[src/rtl/acc_bank_pkg.sv]
package acc_bank_pkg;

  // which part of an accumulator an access touches
  typedef enum logic [1:0] {
    F_WHOLE = 2'd0,
    F_EXP   = 2'd1,
    F_MANT  = 2'd2
  } fview_e;

  localparam int SPEC_W = 9;
  localparam int TYPE_W = 3;
  localparam int IDX_W  = 6;
  localparam int INSN_W = 32;
  localparam int OPC_W  = 6;
  localparam int IMM_W  = 24;

  localparam logic [TYPE_W-1:0] TY_PLAIN = 3'd0;
  localparam logic [TYPE_W-1:0] TY_DEST  = 3'd3;

  localparam logic [OPC_W-1:0] OPC_INT24 = 6'b001110;
  localparam logic [OPC_W-1:0] OPC_FLD   = 6'b010110;

  // number of addresses per accumulator (whole, exponent, mantissa)
  localparam int VIEWS = 3;

endpackage

[src/rtl/acc_spec_decode.sv]
module acc_spec_decode
  import acc_bank_pkg::*;
#(
  parameter int GP_N   = 16,
  parameter int ACC_N  = 4,
  parameter int SLOT_W = 5
) (
  input  logic [SPEC_W-1:0] spec,
  output logic              hit,
  output logic [SLOT_W-1:0] slot,
  output fview_e            field
);

  localparam int ACC_BASE = GP_N;
  localparam int P_IDX    = GP_N + VIEWS * ACC_N;

  logic [TYPE_W-1:0] typ;
  logic [IDX_W-1:0]  idx;

  assign typ = spec[SPEC_W-1:IDX_W];
  assign idx = spec[IDX_W-1:0];

  // Indices past p (0x21/0x22 queue ports among them) fall through as misses.
  always_comb begin
    hit   = 1'b0;
    slot  = '0;
    field = F_WHOLE;
    if (typ == TY_PLAIN || typ == TY_DEST) begin
      if (int'(idx) < GP_N) begin
        hit  = 1'b1;
        slot = SLOT_W'(idx);
      end
      for (int k = 0; k < ACC_N; k++) begin
        for (int f = 0; f < VIEWS; f++) begin
          if (int'(idx) == ACC_BASE + VIEWS * k + f) begin
            hit   = 1'b1;
            slot  = SLOT_W'(GP_N + k);
            field = fview_e'(2'(f));
          end
        end
      end
      if (int'(idx) == P_IDX) begin
        hit  = 1'b1;
        slot = SLOT_W'(GP_N + ACC_N);
      end
    end
  end

endmodule

[src/rtl/acc_imm_decode.sv]
module acc_imm_decode
  import acc_bank_pkg::*;
#(
  parameter int GP_N   = 16,
  parameter int ACC_N  = 4,
  parameter int DW     = 32,
  parameter int SLOT_W = 5
) (
  input  logic              valid,
  input  logic [INSN_W-1:0] word,
  output logic              hit,
  output logic [SLOT_W-1:0] slot,
  output fview_e            field,
  output logic [DW-1:0]     data
);

  localparam int SL_A = GP_N;
  localparam int SL_B = GP_N + 1;
  localparam int SL_C = GP_N + 2;
  localparam int SL_D = GP_N + 3;
  localparam int SL_P = GP_N + ACC_N;

  logic [OPC_W-1:0] opc;
  logic [1:0]       dsel;
  logic [IMM_W-1:0] val;

  assign opc  = word[INSN_W-1 -: OPC_W];
  assign dsel = word[IMM_W+1:IMM_W];
  assign val  = word[IMM_W-1:0];

  function automatic logic [DW-1:0] widen_signed(input logic [IMM_W-1:0] v);
    return {{(DW-IMM_W){v[IMM_W-1]}}, v};
  endfunction

  function automatic logic [DW-1:0] widen_zero(input logic [IMM_W-1:0] v);
    return {{(DW-IMM_W){1'b0}}, v};
  endfunction

  always_comb begin
    hit   = 1'b0;
    slot  = '0;
    field = F_WHOLE;
    data  = '0;
    if (valid && opc == OPC_INT24) begin
      hit  = 1'b1;
      data = widen_signed(val);
      unique case (dsel)
        2'd0: slot = SLOT_W'(SL_P);
        2'd1: slot = SLOT_W'(SL_A);
        2'd2: slot = SLOT_W'(SL_B);
        default: slot = SLOT_W'(SL_D);
      endcase
    end else if (valid && opc == OPC_FLD) begin
      hit   = 1'b1;
      data  = widen_zero(val);  // exponent sits in bits 7:0 of view format
      slot  = dsel[1] ? SLOT_W'(SL_D) : SLOT_W'(SL_C);
      field = dsel[0] ? F_MANT : F_EXP;
    end
  end

endmodule

[src/rtl/acc_slot_reg.sv]
module acc_slot_reg #(
  parameter int DW    = 32,
  parameter int EXP_W = 8
) (
  input  logic              clk,
  input  logic              rst_n,
  input  logic              we_hi,
  input  logic              we_lo,
  input  logic [EXP_W-1:0]  d_hi,
  input  logic [DW-EXP_W-1:0] d_lo,
  output logic [DW-1:0]     q
);

  localparam int MANT_W = DW - EXP_W;

  always_ff @(posedge clk or negedge rst_n) begin
    if (!rst_n) begin
      q <= '0;
    end else begin
      if (we_hi) q[DW-1:MANT_W] <= d_hi;
      if (we_lo) q[MANT_W-1:0]  <= d_lo;
    end
  end

  // exponent-only write lands its byte and keeps the mantissa
  a_r5_exp_keeps_mant: assert property (@(posedge clk) disable iff (!rst_n)
    (we_hi && !we_lo) |=> (q[MANT_W-1:0] == $past(q[MANT_W-1:0])) &&
                          (q[DW-1:MANT_W] == $past(d_hi)));

  // mantissa-only write keeps the exponent
  a_r6_mant_keeps_exp: assert property (@(posedge clk) disable iff (!rst_n)
    (we_lo && !we_hi) |=> (q[DW-1:MANT_W] == $past(q[DW-1:MANT_W])) &&
                          (q[MANT_W-1:0] == $past(d_lo)));

  // a location that nothing selects holds its value
  a_r7_idle_holds: assert property (@(posedge clk) disable iff (!rst_n)
    (!we_hi && !we_lo) |=> $stable(q));

endmodule

[src/rtl/acc_field_bank.sv]
module acc_field_bank
  import acc_bank_pkg::*;
#(
  parameter int GP_N  = 16,
  parameter int ACC_N = 4,
  parameter int DW    = 32,
  parameter int EXP_W = 8
) (
  input  logic              clk,
  input  logic              rst_n,
  input  logic [SPEC_W-1:0] rd0_spec,
  output logic [DW-1:0]     rd0_data,
  output logic              rd0_dst,
  input  logic [SPEC_W-1:0] rd1_spec,
  output logic [DW-1:0]     rd1_data,
  output logic              rd1_dst,
  input  logic              wr_en,
  input  logic [SPEC_W-1:0] wr_spec,
  input  logic [DW-1:0]     wr_data,
  input  logic              ld_valid,
  input  logic [INSN_W-1:0] ld_word
);

  localparam int MANT_W = DW - EXP_W;
  localparam int SLOTS  = GP_N + ACC_N + 1;
  localparam int SLOT_W = $clog2(SLOTS);

  function automatic logic [DW-1:0] view_of(input logic [DW-1:0] w, input fview_e f);
    unique case (f)
      F_EXP:   return {{MANT_W{1'b0}}, w[DW-1:MANT_W]};
      F_MANT:  return {{EXP_W{1'b0}}, w[MANT_W-1:0]};
      default: return w;
    endcase
  endfunction

  logic [DW-1:0] q_all [SLOTS];

  // ---------------- decoding ----------------
  logic              r0_hit, r1_hit, w_hit, ld_hit;
  logic [SLOT_W-1:0] r0_slot, r1_slot, w_slot, ld_slot;
  fview_e            r0_field, r1_field, w_field, ld_field;
  logic [DW-1:0]     ld_data;

  acc_spec_decode #(.GP_N(GP_N), .ACC_N(ACC_N), .SLOT_W(SLOT_W)) u_dec_r0 (
    .spec(rd0_spec), .hit(r0_hit), .slot(r0_slot), .field(r0_field));
  acc_spec_decode #(.GP_N(GP_N), .ACC_N(ACC_N), .SLOT_W(SLOT_W)) u_dec_r1 (
    .spec(rd1_spec), .hit(r1_hit), .slot(r1_slot), .field(r1_field));
  acc_spec_decode #(.GP_N(GP_N), .ACC_N(ACC_N), .SLOT_W(SLOT_W)) u_dec_w (
    .spec(wr_spec), .hit(w_hit), .slot(w_slot), .field(w_field));

  acc_imm_decode #(.GP_N(GP_N), .ACC_N(ACC_N), .DW(DW), .SLOT_W(SLOT_W)) u_dec_ld (
    .valid(ld_valid), .word(ld_word), .hit(ld_hit), .slot(ld_slot),
    .field(ld_field), .data(ld_data));

  // ---------------- write arbitration: load beats port ----------------
  logic              wfire;
  logic [SLOT_W-1:0] wslot;
  fview_e            wfield;
  logic [DW-1:0]     wdata;
  logic              port_fire;

  assign port_fire = wr_en && w_hit && !ld_hit;

  always_comb begin
    wfire  = 1'b0;
    wslot  = '0;
    wfield = F_WHOLE;
    wdata  = '0;
    if (ld_hit) begin
      wfire  = 1'b1;
      wslot  = ld_slot;
      wfield = ld_field;
      wdata  = ld_data;
    end else if (port_fire) begin
      wfire  = 1'b1;
      wslot  = w_slot;
      wfield = w_field;
      wdata  = wr_data;
    end
  end

  // ---------------- storage ----------------
  for (genvar i = 0; i < SLOTS; i++) begin : g_slot
    logic             sel, we_hi, we_lo;
    logic [EXP_W-1:0] d_hi;
    logic             int_load;

    assign sel   = wfire && (wslot == SLOT_W'(i));
    assign we_hi = sel && (wfield != F_MANT);
    assign we_lo = sel && (wfield != F_EXP);
    assign d_hi  = (wfield == F_WHOLE) ? wdata[DW-1:MANT_W] : wdata[EXP_W-1:0];
    assign int_load = ld_hit && (ld_slot == SLOT_W'(i)) && (ld_field == F_WHOLE) &&
                      (ld_word[INSN_W-1 -: OPC_W] == OPC_INT24);

    acc_slot_reg #(.DW(DW), .EXP_W(EXP_W)) u_reg (
      .clk(clk), .rst_n(rst_n), .we_hi(we_hi), .we_lo(we_lo),
      .d_hi(d_hi), .d_lo(wdata[MANT_W-1:0]), .q(q_all[i]));

    // an integer load leaves a sign-extended word behind
    a_r8_sign_extended: assert property (@(posedge clk) disable iff (!rst_n)
      int_load |=> (q_all[i][DW-1:IMM_W-1] == {(DW-IMM_W+1){q_all[i][IMM_W-1]}}));
  end

  // ---------------- read ports ----------------
  assign rd0_data = r0_hit ? view_of(q_all[r0_slot], r0_field) : '0;
  assign rd1_data = r1_hit ? view_of(q_all[r1_slot], r1_field) : '0;
  assign rd0_dst  = (rd0_spec[SPEC_W-1:IDX_W] == TY_DEST);
  assign rd1_dst  = (rd1_spec[SPEC_W-1:IDX_W] == TY_DEST);

  // a recognised load suppresses the port write in that cycle
  a_r11_load_priority: assert property (@(posedge clk) disable iff (!rst_n)
    (ld_hit && wr_en && w_hit && (w_slot != ld_slot)) |=>
      (q_all[$past(w_slot)] == $past(q_all[w_slot])));

endmodule

[config.mk]
export PLATFORM = sky130hd
export DESIGN_NAME = acc_field_bank
export DESIGN_NICKNAME = d
export VERILOG_FILES = /design/src/rtl/acc_bank_pkg.sv /design/src/rtl/acc_spec_decode.sv /design/src/rtl/acc_imm_decode.sv /design/src/rtl/acc_slot_reg.sv /design/src/rtl/acc_field_bank.sv
export SDC_FILE = /design/constraint.sdc
export NUM_CORES = 2
export LEC_CHECK = 0
export ABC_AREA = 1
export CAP_MARGIN = 20
export CELL_PAD_IN_SITES_DETAIL_PLACEMENT = 0
export CELL_PAD_IN_SITES_GLOBAL_PLACEMENT = 1
export CORE_ASPECT_RATIO = 0.8
export CORE_MARGIN = 2
export CORE_UTILIZATION = 40
export DETAILED_ROUTE_END_ITERATION = 7
export PLACE_DENSITY = 0.81
export SYNTH_ARGS = -nofsm -noshare
export SYNTH_HDL_FRONTEND = slang
export SYNTH_SLANG_ARGS = --single-unit
export TNS_END_PERCENT = 10
[constraint.sdc]
create_clock -name clk -period 7.7 [get_ports clk]
set_input_delay 1.155 -clock clk [delete_from_list [all_inputs] [get_ports clk]]
set_output_delay 1.155 -clock clk [all_outputs]
set_load 0.05 [all_outputs]
# After elaboration in Yosys (flattened, before gate mapping)
# Cells that the tools add are included.
# classes
magnitude_cmp,5
n_reduce_logical,77
muxes,156
bitwise_logic,2
n_eq_ne,72
# ops
op,n
$bmux W32 S5,2
$mux W32,9
$mux W5,49
$eq A6 B6 Y1 const B,39
$pmux W32 S2,2
$mux W2,38
$logic_and A1 B1 Y1,67
$mux W1,53
$eq A5 B4 Y1 const B,8
$eq A5 B5 Y1 const B,5
$mux W24,1
$eq A5 B3 Y1 const B,4
$lt A6 B5 Y1 const B,3
$ge A6 B6 Y1 const B,2
$not A5 Y6,2
$eq A5 B2 Y1 const B,2
$eq A3 B2 Y1 const B,3
$logic_not A3 Y1,3
$pmux W3 S3,1
$mux W8,1
$eq A2 B1 Y1 const B,3
$eq A2 B2 Y1 const B,3
$eq A6 B4 Y1 const B,1
$eq A6 B5 Y1 const B,1
other kinds (7),10
# word_totals
ff_bits,672
out_inout_bits,66
input_bits,95

# Longest topological paths before layout
# depth
word_depth,23
depth_mapped,19
ltp_nobuf,17

# By module
# A second synthesis with hierarchy kept.
# unflattened
hier_cells,6697
area_unflattened_um2,44163.6
# by_module_without_submodules
module,area_per_inst_um2,instances,cells_each
acc_slot_reg,1280.0,21,136
acc_field_bank,15818.9,1,3547
acc_spec_decode,314.1,3,69
acc_imm_decode,523.0,1,87

# Worst setup path after synthesis
# Ideal clock, no wire load.
# synth_timing
path_type,in2out
startpoint,input port rd0_spec[6]
endpoint,output port rd0_data[17]
path_stages,13
slack_ps,2403
arrival_time_ps,4142
cell_sequence,or2_1 -> a21oi_1 -> buf_2 -> buf_1 -> nand2_1 -> ha_1 -> nor2_1 -> or2_2 -> clkbuf_1 -> clkbuf_1 -> a21oi_1 -> nand2_1 -> a31oi_1
# synth_via
elab_chain_cells,9
word_cells_on_any_way,14
cone_classes,eq/ne (3); mux (8); bitwise (1); reduce/logical (2)
# synth_rtl
element,line_no,rtl
"start, declared",acc_field_bank.sv:11,"input logic [SPEC_W-1:0] rd0_spec,"
$eq A3 B2 Y1 / $logic_not A3 Y1 (equally long branches),acc_spec_decode.sv:28,if (typ == TY_PLAIN || typ == TY_DEST) begin
$logic_or A1 B1 Y1 *,acc_spec_decode.sv:28,
$mux W5,acc_spec_decode.sv:28,
$not A5 Y6 (implied by the code),acc_field_bank.sv:105,"assign rd0_data = r0_hit ? view_of(q_all[r0_slot], r0_field) : '0;"
$bmux W32 S5,acc_field_bank.sv:105,
$mux W32 (implied by the code) (2 in a row),acc_field_bank.sv:105,
$pmux W32 S2,acc_field_bank.sv:29,unique case (f)
$mux W32 *,acc_field_bank.sv:105,
"end, declared",acc_field_bank.sv:12,"output logic [DW-1:0] rd0_data,"
# Every way passes the cells marked *; elsewhere a longest branch is shown, timed or not. The select of a mux whose other input is x is not followed.

# Worst setup path after layout
# layout_timing
startpoint,input port rd0_spec[6]
endpoint,output port rd0_data[22]
# Same word-level chain as after synthesis.

==> impl_metrics.env <==
export IMPL_fmax_mhz=153
export IMPL_cts_hold_buf=0
export IMPL_cp_arrival_ns=5.37
export IMPL_numCtsBuffers=76
export IMPL_ir_drop_mv=0.132
export IMPL_ys_warn_count=0
export IMPL_io_buffers=160
export IMPL_synthFlopType="dfrtp_1"
export IMPL_fp_dieH_um=282
export IMPL_insertion_delay_ns=0.64
export IMPL_multi_input_area_um2=18900
export IMPL_grt_usage_pct=30.7
export IMPL_ant_nets=0
export IMPL_start_util_pct=40.2
export IMPL_instances_no_fill=6822
export IMPL_rrSetupSlack_ns=6.91
export IMPL_htree_levels=3
export IMPL_clockBufferDepth=3
export IMPL_grt_pass1_vias=35810
export IMPL_worst_slack_ns=1.18
export IMPL_fin_skew_ns=0
export IMPL_grt_max_degree=193
export IMPL_regMostFlops="g_slot.u_reg.q"
export IMPL_setup_tns_ns=0
export IMPL_place_inst=6687
export IMPL_drt_iter0_markers=4915
export IMPL_fillers=9845
export IMPL_drc=0
export IMPL_layout_top_registers="g_slot.u_reg.q: 672 flops"
export IMPL_cp_required_ns=6.55
export IMPL_rows=102
export IMPL_grt_overflow_total=0
export IMPL_first_pass_iters=7
export IMPL_die_x_um=352
export IMPL_powerDensity_nw_per_um2=182
export IMPL_rsz0062_at_grt="no"
export IMPL_power_total_mw=8.05
export IMPL_critPathMaxFanout=26
export IMPL_root_buffer="clkbuf_16"
export IMPL_postCtsSetupBuffers=0
export IMPL_synth_seq_cells=672
export IMPL_crit_start="rd0_spec[6]"
export IMPL_gp_congestion=0.856
export IMPL_critPathLaunchType="primary input"
export IMPL_synth_nets=5670
export IMPL_largest_reg_flops=672
export IMPL_drive_above_1_share_pct=6.21
export IMPL_cts_repair_resized=0
export IMPL_ys_seq_area_share_pct=43.4
export IMPL_critPathCapture="rd0_data[22]"
export IMPL_dieArea_um2=99400
export IMPL_cp_end_kind="output pin"
export IMPL_r2r_cells=2
export IMPL_netlist_instances=5571
export IMPL_path_class="in -> out"
export IMPL_clkTransAtPathRegs_ns=0.06
export IMPL_async_flop_share_pct=100
export IMPL_clkSinkCount=672
export IMPL_r2r_end="g_slot[7].u_reg.q[7]"
export IMPL_routed_via_density=5.80
export IMPL_vias=39562
export IMPL_synth_avg_cell_area_um2=6.95
export IMPL_synthDistinctLibCells=39
export IMPL_areaGrowthSynthToFinish_pct=13.9
export IMPL_syn_area_um2=38700
export IMPL_worst_pin_slew_ns=1.18
export IMPL_period_share_pct=84.7
export IMPL_hold_viol=0
export IMPL_antenna_found_initial=3
export IMPL_r2r_start="g_slot[7].u_reg.q[7]"
export IMPL_max_cap_violations=0
export IMPL_final_nets=5566
export IMPL_cts_tree="yes"
export IMPL_drt_wl_total_mm=155
export IMPL_fin_crit_ns=6.52
export IMPL_final_max_slew_viol_count=0
export IMPL_ff_latch_area_um2=16800
export IMPL_num_io_pins=161
export IMPL_p_leak_nw=18.9
export IMPL_status="complete, no violations"
export IMPL_grt_pass1_wl_mm=234
export IMPL_routedWlPerCell_um=22.7
export IMPL_setup_viol=0
export IMPL_synth_edff_count=0
export IMPL_worstHoldPathType="reg -> reg"
export IMPL_hpwl_mm=93.4
export IMPL_relSlewSlack_pct=21.2
export IMPL_core_area_um2=96400
export IMPL_place_ws_ns=1.30
[metrics by stage]
step / hold WS (ns) / instance area (µm²) / util, %
finish: 0.481 / 44100 / 45.8
global route: 0.504 / 44100 / 45.8
CTS: 0.487 / 44100 / 45.8
detailed placement: 0.473 / 41600 / 43.2
global placement: 0.465 / 41600 / 43.2
floorplan: 0.453 / 38700 / -
[area by class of cell]
class,instances,share of cell area [%]
multi-input combinational,4087,42.8
sequential,672,38.1
timing repair buffer,275,6.79
clock buffer,110,4.85
tap,1300,3.69
inverter,355,3.04
clock inverter,22,0.746
antenna,1,0.00567
[worst max-delay path, cell delays in order]
cell and delay, ns:
clkdlybuf4s50_1 0.42, or2_1 0.24, a21oi_2 0.40, inv_1 0.30
a21oi_4 0.61, buf_4 0.49, nand2_1 0.10, nand3_1 0.08
o21ai_0 0.10, nand2_1 0.08, nand3_1 0.08, a21oi_1 0.39
clkdlybuf4s50_1 0.89
[cell usage in the layout (no fill, tap or decap), types with 5 or more instances in the layout]
cell and n:
nand2_1 1679, o21ai_0 885, nand3_1 785, dfrtp_1 672, inv_1 340, a21oi_1 275, nor2_1 116, buf_4 112
clkdlybuf4s50_1 111, o21ai_1 93, o211ai_1 85, clkbuf_16 76, buf_12 50, clkbuf_1 23, o22ai_1 22, nor3_1 20
nand2_2 16, o2111ai_1 14, inv_2 13, clkbuf_8 11, a31oi_1 10, nand4_1 10, clkinv_2 9, o31ai_1 8
nand3b_1 7, nor2_4 7, bufinv_16 7, nor2_2 6, and3_1 6, a41oi_1 6, nand3_2 5
[worst min path at each step]
| stage | end | depth (start not counted) | startpoint |
|---|---|---|---|
| 6_report | g_slot[11].u_reg.q[16] | 2 | g_slot[11].u_reg.q[16] |
| 5_1_grt | g_slot[9].u_reg.q[3] | 2 | g_slot[9].u_reg.q[3] |
| 4_1_cts | g_slot[19].u_reg.q[27] | 2 | g_slot[19].u_reg.q[27] |
| 3_5_place_dp | g_slot[20].u_reg.q[10] | 2 | g_slot[20].u_reg.q[10] |
| 3_3_place_gp | g_slot[3].u_reg.q[25] | 2 | g_slot[3].u_reg.q[25] |
| 2_1_floorplan | g_slot[11].u_reg.q[0] | 2 | g_slot[11].u_reg.q[0] |
[routing by layer]
layer  vias to the layer above  global-route usage, %  share of wire [%]
met4                         6                   10.4                3.6
li1                      18321                      -                  -
met5                         -                      0              0.030
met3                       330                   7.06                 11
met2                      2129                   45.1                 42
met1                     18776                   44.3                 44
[synthesized netlist by cell type, types with 2 or more instances]
| cell | n | area share, % |
|---|---|---|
| nand3b_1 | 7 | 0.14 |
| o22ai_1 | 22 | 0.36 |
| nor2_4 | 2 | 0.058 |
| nor3_1 | 21 | 0.27 |
| o22ai_2 | 2 | 0.065 |
| a31oi_1 | 10 | 0.16 |
| nand3_1 | 790 | 10 |
| nand2_1 | 1693 | 16 |
| a41oi_1 | 6 | 0.14 |
| o21ai_0 | 886 | 11 |
| o31ai_1 | 8 | 0.16 |
| dfrtp_1 | 672 | 43 |
| inv_1 | 342 | 3.3 |
| clkbuf_1 | 269 | 2.6 |
| o21ai_1 | 93 | 1.2 |
| nand2_2 | 7 | 0.11 |
| a21oi_1 | 279 | 3.6 |
| buf_1 | 52 | 0.50 |
| o211ai_1 | 85 | 1.6 |
| nor2_1 | 121 | 1.2 |
| and3_1 | 6 | 0.097 |
| a22oi_1 | 2 | 0.039 |
| o21ai_2 | 4 | 0.090 |
| buf_4 | 6 | 0.12 |
| o2111ai_1 | 14 | 0.32 |
| nor2_2 | 6 | 0.097 |
| buf_2 | 130 | 1.7 |
| or2_2 | 2 | 0.032 |
| ha_1 | 4 | 0.13 |
| inv_2 | 12 | 0.12 |
| nand4_1 | 10 | 0.16 |
[power by group]
part | leakage (nW) | internal, mW | switching (mW)
Sequential | 9.12 | 3.55 | 0.0167
Combinational | 8.54 | 0.218 | 0.531
Clock | 1.21 | 2.16 | 1.56
[cell families (layout without fill, tap and decap cells)]
family	count (synthesis)	count (layout)	synth area share, %
fa+ha+maj	4	4	0.129
simple gates	2669	2669	28.8
other cells	0	1	0
flops	672	672	43.4
compound gates	1414	1414	19.3
buf+inv	812	762	8.35
Note: power is estimated with default switching activity, not from simulation.
